$ cat config.mk
export PLATFORM = sky130hd
export DESIGN_NAME = pstate_phase_sel
export DESIGN_NICKNAME = d
export VERILOG_FILES = /design/src/rtl/pstate_phase_sel.sv
export SDC_FILE = /design/constraint.sdc
export NUM_CORES = 1
export LEC_CHECK = 0
export BUFFER_PORTS_ARGS = -buffer_cell sky130_fd_sc_hd__clkbuf_2
export CAP_MARGIN = 25
export CORE_UTILIZATION = 36
export CTS_CLUSTER_SIZE = 40
export DETAILED_ROUTE_END_ITERATION = 12
export SETUP_SLACK_MARGIN = 0.1
export SYNTH_ARGS = -nofsm -noshare
export SYNTH_HDL_FRONTEND = slang
export SYNTH_SLANG_ARGS = --single-unit
$ cat constraint.sdc
create_clock -name clk -period 6.4 [get_ports clk]
set_clock_uncertainty 0.1 [all_clocks]
set_input_delay 0.32 -clock clk [delete_from_list [all_inputs] [get_ports clk]]
set_output_delay 0.32 -clock clk [all_outputs]
set_load 0.02 [all_outputs]
$ cat src/rtl/pstate_phase_sel.sv
module pstate_phase_sel #(
  parameter int LEN_W         = 32,
  parameter int F_W           = 4,
  parameter int V_W           = 2,
  parameter int DEF_REQ_TICKS = 2000,
  parameter int DEF_VUP_TICKS = 240000
) (
  input  logic             clk,
  input  logic             rst_n,
  input  logic             cfg_we,
  input  logic [LEN_W-1:0] cfg_req_ticks,
  input  logic [LEN_W-1:0] cfg_vup_ticks,
  input  logic             in_valid,
  output logic             in_ready,
  input  logic             in_busy,
  input  logic [LEN_W-1:0] in_len,
  input  logic [F_W-1:0]   in_cur_f,
  input  logic [V_W-1:0]   in_cur_v,
  input  logic [F_W-1:0]   in_nxt_f,
  input  logic [V_W-1:0]   in_nxt_v,
  input  logic [F_W-1:0]   in_opt_f,
  input  logic [V_W-1:0]   in_opt_v,
  output logic             out_valid,
  input  logic             out_ack,
  output logic             out_issue,
  output logic [F_W-1:0]   out_f,
  output logic [V_W-1:0]   out_v,
  output logic [LEN_W-1:0] out_lat
);

  logic [LEN_W-1:0] req_q, vup_q;
  logic [F_W-1:0]   wait_f, dec_f;
  logic [V_W-1:0]   wait_v, dec_v;
  logic [LEN_W-1:0] dec_lat;
  logic             accept;

  assign in_ready = !out_valid || out_ack;
  assign accept   = in_valid && in_ready;

  always_ff @(posedge clk) begin
    if (!rst_n) begin
      req_q <= LEN_W'(DEF_REQ_TICKS);
      vup_q <= LEN_W'(DEF_VUP_TICKS);
    end else if (cfg_we) begin
      req_q <= cfg_req_ticks;
      vup_q <= cfg_vup_ticks;
    end
  end

  always_comb begin
    if (in_len <= req_q) begin
      wait_f = in_cur_f;
      wait_v = in_cur_v;
    end else if (in_len <= vup_q) begin
      wait_f = '0;
      wait_v = in_cur_v;
    end else begin
      wait_f = '0;
      wait_v = '0;
    end
    if (wait_f > in_nxt_f) wait_f = in_nxt_f;
    if (wait_v > in_nxt_v) wait_v = in_nxt_v;
  end

  assign dec_f   = in_busy ? wait_f : in_opt_f;
  assign dec_v   = in_busy ? wait_v : in_opt_v;
  assign dec_lat = (!in_busy && in_opt_v > in_cur_v) ? vup_q : '0;

  always_ff @(posedge clk) begin
    if (!rst_n) begin
      out_valid <= 1'b0;
      out_issue <= 1'b0;
      out_f     <= '0;
      out_v     <= '0;
      out_lat   <= '0;
    end else if (accept) begin
      out_valid <= 1'b1;
      out_issue <= (dec_f != in_cur_f) || (dec_v != in_cur_v);
      out_f     <= dec_f;
      out_v     <= dec_v;
      out_lat   <= dec_lat;
    end else if (out_ack) begin
      out_valid <= 1'b0;
    end
  end

  assert_idle_after_reset_R1: assert property (@(posedge clk)
    !rst_n |=> !out_valid);

  assert_wait_never_raises_R5: assert property (@(posedge clk) disable iff (!rst_n)
    (accept && in_busy) |=> (out_f <= $past(in_cur_f) && out_v <= $past(in_cur_v)
                              && out_f <= $past(in_nxt_f) && out_v <= $past(in_nxt_v)));

  assert_compute_takes_opt_R6: assert property (@(posedge clk) disable iff (!rst_n)
    (accept && !in_busy) |=> (out_f == $past(in_opt_f) && out_v == $past(in_opt_v)));

  assert_no_lat_when_lowering_R6: assert property (@(posedge clk) disable iff (!rst_n)
    (accept && (in_busy || in_opt_v <= in_cur_v)) |=> (out_lat == '0));

  assert_silent_means_same_R7: assert property (@(posedge clk) disable iff (!rst_n)
    accept |=> (out_issue || (out_f == $past(in_cur_f) && out_v == $past(in_cur_v))));

  assert_hold_until_ack_R9: assert property (@(posedge clk) disable iff (!rst_n)
    (out_valid && !out_ack) |=> (out_valid && $stable(out_f) && $stable(out_v)
                                 && $stable(out_issue) && $stable(out_lat)));

  assert_not_ready_while_held_R9: assert property (@(posedge clk) disable iff (!rst_n)
    (out_valid && !out_ack) |-> !in_ready);

endmodule

# Word level (Yosys, flattened, before mapping)
# Index checks and enable logic that the tools add are counted.
dict set report word_totals {
  inputBits 120
  romBits 0
  ff_bits 104
  elab_cells 31
  out_inout_bits 41
  mem_count 0
  mem_bits_rw 0
  latchBits 0
}
dict set report op_classes {
  n_bitwise 0
  order_cmp 5
  n_eq_ne 2
  n_mux 10
  n_reduce_logical 7
  addsub 0
  n_div 0
  multipliers 0
  n_shift 0
}
# operator count
set op_table {}
lappend op_table {{<= comparator 32 bit} 2}
lappend op_table {{two-way mux 32 bit} 1}
lappend op_table {{two-way mux 4 bit} 3}
lappend op_table {{two-way mux 2 bit} 4}
lappend op_table {{greater-than comparator 2 bit} 2}
lappend op_table {{greater-than comparator 4 bit} 1}
lappend op_table {{!= test 4 bit} 1}
lappend op_table {{logical AND 1 bit} 2}
lappend op_table {{logical NOT 1 bit} 2}
lappend op_table {{logical OR 1 bit} 2}
lappend op_table {{two-way mux 1 bit} 2}
lappend op_table {{!= test 2 bit} 1}
lappend op_table {{nonzero test 2 bit} 1}

# Logic depth before layout (Yosys ltp)
# Gate-level depths: netlist of run 1.
dict set report logic_depth {
  ltp_word 8
  mapped_depth 18
  depth_no_buf 17
}

# Least setup slack after synthesis of run 1
# No wires, ideal clock.
dict set report synth_timing {
  path_type {register -> register}
  startpoint {reg req_q[14]}
  endpoint {reg out_issue}
  setup_ps 74
  stages_incl_launch_ff 17
  path_buffers 1
  required_ps 6226
  arrival_time_ps 3285
  slack_ps 2941
  synth_period_minus_slack_ps 3459
  cell_sequence {dfxtp_1 -> inv_1 -> ha_1 -> a21oi_1 -> nand2_1 -> a221o_1 -> o31ai_2 -> and3_2 -> ha_1 -> o21ai_0 -> a21oi_1 -> o21ai_0 -> buf_2 -> a2bb2oi_1 -> a31oi_1 -> a32o_1 -> a31oi_1}
}
dict set report synth_between {
  elab_chain_cells 7
  word_cells_on_any_way 12
  classes_between {order compare: 3; eq/ne: 2; mux: 6; reduce/logical: 1}
}
# element line
set synth_rtl {}
lappend synth_rtl {{from (decl)} 31} ;# logic [LEN_W-1:0] req_q, vup_q;
lappend synth_rtl {{from (signal assigned)} 42} ;# req_q <= LEN_W'(DEF_REQ_TICKS);
lappend synth_rtl {{from (signal assigned)} 45} ;# req_q <= cfg_req_ticks;
lappend synth_rtl {{<= comparator 32 bit *} 51} ;# if (in_len <= req_q) begin
lappend synth_rtl {{two-way mux 4 bit / two-way mux 2 bit (equally long branches)} 51}
lappend synth_rtl {{greater-than comparator 4 bit / greater-than comparator 2 bit (equally long branches)} {61, 62}}
lappend synth_rtl {{two-way mux 4 bit / two-way mux 2 bit (equally long branches)} {61, 62}}
lappend synth_rtl {{two-way mux 4 bit / two-way mux 2 bit (equally long branches)} {65, 66}}
lappend synth_rtl {{!= test 4 bit / != test 2 bit (equally long branches)} 78} ;# out_issue <= (dec_f != in_cur_f) || (dec_v != in_cur_v);
lappend synth_rtl {{logical OR 1 bit *} 78}
lappend synth_rtl {{to (signal assigned)} 78}
lappend synth_rtl {{to (decl)} 25} ;# output logic out_issue,
# Mark *: on every way between the ends. The rest lies on a longest branch, timed or not.
# A chain may end at the register's enable or synchronous reset.

# Final worst setup path of run 1
dict set report layout_timing {
  startpoint {reg req_q[11]}
  endpoint {reg out_issue}
}
# The elaborated chain is that of the path after synthesis.

==> flow_metrics.py, run 1 <==
metrics = {
    "run_status": {
        "outcome": "completed",
    },
    "floorplan": {
        "rows": 46,
        "core-area_um2": 16000,
        "ios": 161,
        "dieArea_um2": 17100,
        "initial_utilization_pct": 37.2,
        "die_w_um": 131,
        "fp.dieH_um": 131,
    },
    "synthesis": {
        "synth_area_um2": 5950,
        "netlist.area_leader.share_pct": 35.0,
        "synth.area.top_cells": "dfxtp_1, ha_1, nor2b_1, mux2i_1, inv_1",
        "ys_types": 48,
        "synth_edf_count": 0,
        "async_reset_ff_share_pct": 0,
        "synth_fp_nets": 858,
        "synth_cells": 665,
        "synth.avg_cell_area_um2": 8.95,
        "synthFlopType": "dfxtp_1",
        "yosys_register_bits": 104,
        "ys_seq_area_share_pct": 35.0,
        "yosys.area.top_type": "dfxtp_1",
        "ys_warn_count": 0,
    },
    "drt": {
        "drt_first_pass_iters": 4,
        "postRouteAntennaNets": 0,
        "vias": 4925,
        "routed_wl_um": 15000,
        "avgRoutedWirePerCell_um": 14.6,
        "viasPerCell": 4.78,
        "drcViolationCount": 0,
        "dr.first_iter.drc_count": 262,
    },
    "clock_network": {
        "cts_tree": "built",
        "cts_resized": 0,
        "ctsHtreeMaxLevel": 3,
        "clock-sinks": 104,
        "clock_tree.root_cell": "clkbuf_16",
        "postCtsSetupRepairBufs": 0,
        "cts_made_buffers": 9,
        "cts_hold_buf": 0,
        "clockBufferDepth": 2,
        "clock_latency_ns": 0.35,
        "cts.clk_slew.worst_paths_ns": 0.07,
    },
    "setup_path": {
        "worstPathArrival_ns": 4.00,
        "cp_num_cells": 17,
        "regToRegSetupSlack_ns": 2.53,
        "worstSetupStartpointType": "flop",
        "endpoint_kind": "flop",
        "crit_fanout": 13,
        "reg2regPathDepth": 17,
        "cp_top_family": "compound AO/OA/AOI/OAI gates",
        "crit_path_max_incr_delay_ns": 0.43,
        "crit_type": "reg -> reg",
        "critical_path.most_common_cell": "ha_1",
        "critPathSlowestCell": "o31ai_2",
        "crit_chain": "inv_1 -> ha_1 -> nand4_1 -> nor2_1 -> a221o_1 -> o31ai_2 -> and2_4 -> nand2_1 -> ha_1 -> nand2b_1 -> a21oi_1 -> o21ai_0 -> buf_4 -> o31a_1 -> a221oi_1 -> a32o_1 -> a31oi_1",
        "r2r_end": "out_issue$_SDFFE_PN0P_",
        "r2r-start": "req_q[11]$_SDFFE_PN0P_",
        "crit_buf_inv": 2,
        "required_ns": 6.53,
    },
    "timing": {
        "fmax_ghz": 0.258,
        "rsz0062_at_grt": "false",
        "slew_violations": 0,
        "layout_min_cycle_time_ns": 3.87,
        "hold_violations": 0,
        "slew_headroom_pct": 36.3,
        "tns_ns": 0,
        "worstMarginPinSlew_ns": 0.956,
        "fin_crit_sh_pct": 60.5,
        "setup_violations": 0,
    },
    "cells_and_area": {
        "final_cells": 1030,
        "area_growth_pct": 22.0,
        "antenna_cells": 0,
        "fin_nets": 1003,
        "nFillCells": 1656,
        "mostFrequentLayoutCells": "clkbuf_2, dfxtp_1, nor2b_1",
        "seq_area_um2": 2080,
        "final_layout_size_suffix_gt1_share_pct": 23.3,
        "final_common_cell": "clkbuf_2",
        "multi_input_area_um2": 3470,
    },
    "hold_path": {
        "min_from": "cfg_req_ticks[4]",
        "hold_end": "req_q[4]$_SDFFE_PN1P_",
        "hold_class": "in -> reg",
        "hold-path-cell-count": 3,
    },
    "pwr": {
        "vdd_drop_max_uv": 193,
        "power.share.clock_pct": 37.0,
        "sw_frac_of_total_pct": 27.2,
        "power_switching_uw": 432,
        "power_frac_seq_pct": 43.9,
        "p_comb_share_pct": 19.1,
        "power_mw": 1.59,
        "p_int_mw": 1.16,
        "power.density_nw_per_um2": 219,
        "leakage_nw": 3.40,
    },
    "global_route": {
        "busiest_layer": "met2",
        "antenna_found_initial": 0,
        "grt_pass1_vias": 4797,
        "grt_pass1_wl_um": 24300,
        "grt_use_total_pct": 18.6,
        "grt_util_met2_pct": 29.7,
        "gr-total-overflow": 0,
        "grt_max_degree": 107,
        "grtUsageMet1_pct": 24.5,
        "met3_usage_pct": 5.33,
    },
    "place": {
        "hpwl_um": 11400,
        "io_buffers": 160,
        "placed_cells": 1015,
        "place_congestion": 0.781,
    },
    "flow_run": {
        "maxCapViolCount": 0,
    },
}
## power by group through the flow
| stage | clock [mW] | combinational (mW) | sequential (mW) |
|---|---|---|---|
| final | 0.588 | 0.304 | 0.698 |
| after floorplan | 0 | 0.194 | 0.717 |
| after detailed placement | 0 | 0.306 | 0.712 |
| after CTS | 0.606 | 0.308 | 0.697 |
| after global routing | 0.631 | 0.348 | 0.702 |
| after global placement | 0 | 0.305 | 0.712 |
## worst reg2reg max path, stage by stage (launching register included)
cell      delay, ns
dfxtp_1        0.34
inv_1          0.06
ha_1           0.31
nand4_1        0.19
nor2_1         0.07
a221o_1        0.35
o31ai_2        0.43
and2_4         0.27
nand2_1        0.07
ha_1           0.17
nand2b_1       0.14
a21oi_1        0.11
o21ai_0        0.08
buf_4          0.18
o31a_1         0.28
a221oi_1       0.34
a32o_1         0.19
a31oi_1        0.09
## metrics by stage
step | worst slack [ns] | instance area (um^2) | utilization, % | hold slack [ns]
finish | 2.53 | 7260 | 45.4 | 0.0868
global route | 2.18 | 7260 | 45.4 | 0.0868
CTS | 2.50 | 7260 | 45.4 | 0.0732
detailed placement | 2.45 | 6950 | 43.4 | 0.357
global placement | 2.43 | 6950 | 43.4 | 0.364
floorplan | 2.94 | 5950 | - | 0.350
## cell type report
cell class	instances	share of cell area [%]
multi-input combinational	454	47.8
sequential	104	28.7
timing repair buffer	165	11.6
inverter	76	3.93
tap	216	3.72
clock buffer	10	3.15
clock inverter	5	1.14
## sequential cells by signal (all words and copies together) (netlist names)
| name | flops |
|---|---|
| vup_q | 32 |
| out_v | 2 |
| out_issue | 1 |
| out_valid | 1 |
| out_f | 4 |
| req_q | 32 |
| out_lat | 32 |
## synthesized netlist by cell type, types with 11 or more instances
library cell  instances
a21oi_1              33
a22oi_1              32
clkbuf_1             24
dfxtp_1             104
ha_1                 73
inv_1                76
mux2i_1              52
nand2_1              40
nand3_1              14
nand4_1              11
nor2_1               12
nor2b_1              86
o211ai_1             16
o21ai_0              22
## cells by family after synthesis
family                   Yosys count  synth area share (%)
AO/OA/AOI/OAI                    137                  15.5
XOR/XNOR                           4                 0.588
adder cells (fa/ha/maj)           73                  15.3
buffers and inverters            107                  6.94
flip-flops                       104                  35.0
multiplexers                      52                  8.74
AND/OR/NAND/NOR                  188                  17.9
## worst max-delay path by stage
stage / startpoint / end
after floorplan: req_q[14]$_SDFFE_PN0P_ / out_issue$_SDFFE_PN0P_
after CTS: req_q[11]$_SDFFE_PN0P_ / out_issue$_SDFFE_PN0P_
after global routing: req_q[19]$_SDFFE_PN0P_ / out_issue$_SDFFE_PN0P_
after detailed placement: in_len[17] / out_issue$_SDFFE_PN0P_
final: req_q[11]$_SDFFE_PN0P_ / out_issue$_SDFFE_PN0P_
after global placement: in_len[14] / out_issue$_SDFFE_PN0P_
## metal layers
layer	share of wire (%)	vias up
li1	-	2608
met1	49	2193
met2	44	111
met3	6.4	13
met4	1.3	0
met5	0	-
(Power assumes the default switching activity.)
==> run 2: changes to the inputs <==
==> constraint.sdc (replaced) <==
create_clock -name clk -period 3.8 [get_ports clk]
set_clock_uncertainty 0.1 [all_clocks]
set_input_delay 0.19 -clock clk [delete_from_list [all_inputs] [get_ports clk]]
set_output_delay 0.19 -clock clk [all_outputs]
set_load 0.02 [all_outputs]
==> run 2 against run 1 <==
- routed wire length grew 6.6%
- clock power up 65%
- largest power group unchanged
- cell count rose by 5.5%
- maximum frequency rose by 6.4%
- critical path depth unchanged
- highest routed layer unchanged
- worst setup slack got worse by 2.4 ns
- via count grew 6.6%
- first-iteration DRC count shrank 15%
==> flow_metrics.py, run 2 (same netlist as run 1, synthesis figures left out) <==
metrics = {
    "timing": {
        "layout_min_cycle_time_ns": 3.64,
        "slew_headroom_pct": 35.9,
        "worstMarginPinSlew_ns": 0.962,
        "hold_violations": 0,
        "slew_violations": 0,
        "tns_ns": 0,
        "rsz0062_at_grt": "false",
        "fmax_ghz": 0.275,
        "setup_violations": 0,
        "hold_slack_ns": 0.00815,
        "fin_crit_sh_pct": 95.8,
    },
    "setup_path": {
        "startpoint": "req_q[13]$_SDFFE_PN0P_",
        "crit_chain": "inv_1 -> ha_1 -> nand4_2 -> nor2_1 -> a221o_1 -> o31ai_4 -> and2_4 -> nand2_1 -> ha_1 -> nand2b_1 -> a21oi_1 -> o21ai_0 -> buf_4 -> o31a_1 -> a221oi_2 -> a32o_1 -> a31oi_1",
        "reg2regPathDepth": 17,
        "r2r-start": "req_q[13]$_SDFFE_PN0P_",
        "crit_type": "reg -> reg",
        "r2r_end": "out_issue$_SDFFE_PN0P_",
        "endpoint_kind": "flop",
        "crit_path_max_incr_delay_ns": 0.36,
        "critPathSlowestCell": "a221o_1",
        "regToRegSetupSlack_ns": 0.16,
        "required_ns": 3.94,
        "critical_path.most_common_cell": "ha_1",
        "worstSetupStartpointType": "flop",
        "crit_path_end": "out_issue$_SDFFE_PN0P_",
        "crit_fanout": 7,
        "worstPathArrival_ns": 3.78,
    },
    "clock_network": {
        "ctsHtreeMaxLevel": 3,
        "clockBufferDepth": 2,
        "clock_tree.root_cell": "clkbuf_16",
        "cts.clk_slew.worst_paths_ns": 0.07,
        "clock_latency_ns": 0.35,
        "cts_made_buffers": 9,
        "clock-sinks": 104,
        "cts_tree": "built",
    },
    "drt": {
        "routed_wl_um": 16000,
        "vias": 5252,
        "dr.first_iter.drc_count": 224,
        "drcViolationCount": 0,
        "avgRoutedWirePerCell_um": 14.7,
        "viasPerCell": 4.83,
        "postRouteAntennaNets": 0,
        "drt_first_pass_iters": 7,
    },
    "place": {
        "place_congestion": 0.772,
        "placed_cells": 1022,
        "hpwl_um": 11600,
        "io_buffers": 160,
    },
    "cells_and_area": {
        "final_layout_size_suffix_gt1_share_pct": 25.7,
        "reg_top3": "out_lat: 32 flops, req_q: 32 flops, vup_q: 32 flops",
        "mostFrequentLayoutCells": "clkbuf_2, dfxtp_1, nor2b_1",
        "final_cells": 1087,
        "final_common_cell": "clkbuf_2",
        "fin_nets": 1059,
        "area_growth_pct": 33.5,
        "fin_util_pct": 49.7,
        "antenna_cells": 0,
    },
    "pwr": {
        "power.density_nw_per_um2": 345,
        "power_mw": 2.75,
        "vdd_drop_max_uv": 238,
        "leakage_nw": 3.68,
    },
    "global_route": {
        "grt_pass1_wl_um": 25300,
        "grt_pass1_vias": 5062,
        "gr-total-overflow": 0,
        "antenna_found_initial": 0,
        "grt_max_degree": 107,
        "grt_use_total_pct": 19.2,
    },
    "floorplan": {
        "die_w_um": 131,
        "dieArea_um2": 17100,
        "ios": 161,
        "rows": 46,
        "fp.dieH_um": 131,
        "initial_utilization_pct": 37.2,
        "core-area_um2": 16000,
    },
    "run_status": {
        "outcome": "completed",
    },
    "flow_run": {
        "maxCapViolCount": 0,
    },
    "hold_path": {
        "hold_class": "in -> reg",
    },
}
==> run 2: critical path: cells and delay by family, from the launching register on <==
family	cells	cell delay (ns)
fa+ha+maj	2	0.49
simple gates	5	0.63
buf+inv	2	0.24
flops	1	0.33
compound gates	8	1.73
==> run 2: metal layers <==
| metal | wire (um) | up-vias | track usage (%) |
|---|---|---|---|
| li1 | - | 2720 | - |
| met5 | 0 | - | 0 |
| met2 | 7190 | 135 | 30.5 |
| met3 | 877 | 15 | 4.28 |
| met1 | 7760 | 2382 | 25.9 |
| met4 | 198 | 0 | 5.48 |
==> run 2: layout make-up <==
type	instances	area [um^2]
tap	216	270
inverter	76	285
multi-input combinational	454	3620
fill	1573	8050
sequential	104	2080
timing repair buffer	221	1380
clock buffer	11	253
clock inverter	5	53.8
==> run 2: timing repair <==
| action | in CTS | in global routing |
|---|---|---|
| hold buffers | 41 | 0 |
| cloned | 0 | 0 |
| pin swaps | 0 | 13 |
| hold endpoints to repair | 41 | 0 |
| resized for setup | 2 | 23 |
| setup endpoints to repair | 1 | 2 |
| buffers inserted | 0 | 8 |
==> run 2: where the power goes <==
| group | internal (mW) | switching [mW] | leakage [nW] |
|---|---|---|---|
| sequential | 1.14 | 0.0315 | 0.855 |
| clock | 0.547 | 0.426 | 0.156 |
| combinational | 0.288 | 0.310 | 2.67 |
==> run 2: how the worst min path moves through the flow <==
stage | startpoint | slack, ns | cells after the start | end
floorplan | cfg_req_ticks[10] | 0.22 | 2 | req_q[10]$_SDFFE_PN1P_
global placement | cfg_vup_ticks[8] | 0.32 | 3 | vup_q[8]$_SDFFE_PN1P_
detailed placement | cfg_vup_ticks[11] | 0.32 | 3 | vup_q[11]$_SDFFE_PN1P_
CTS | cfg_vup_ticks[28] | 0.00002 | 3 | vup_q[28]$_SDFFE_PN0P_
global route | cfg_vup_ticks[31] | 0.002 | 3 | vup_q[31]$_SDFFE_PN0P_
finish | cfg_req_ticks[20] | 0.008 | 3 | req_q[20]$_SDFFE_PN0P_
==> run 2: per-stage QoR <==
stage | cell area [um^2] | setup WS, ns
final | 7950 | 0.160
after global routing | 7950 | 0.0414
after CTS | 7750 | 0.124
after detailed placement | 7020 | 0.0547
after global placement | 6990 | 0.155
after floorplan | 5950 | 0.341
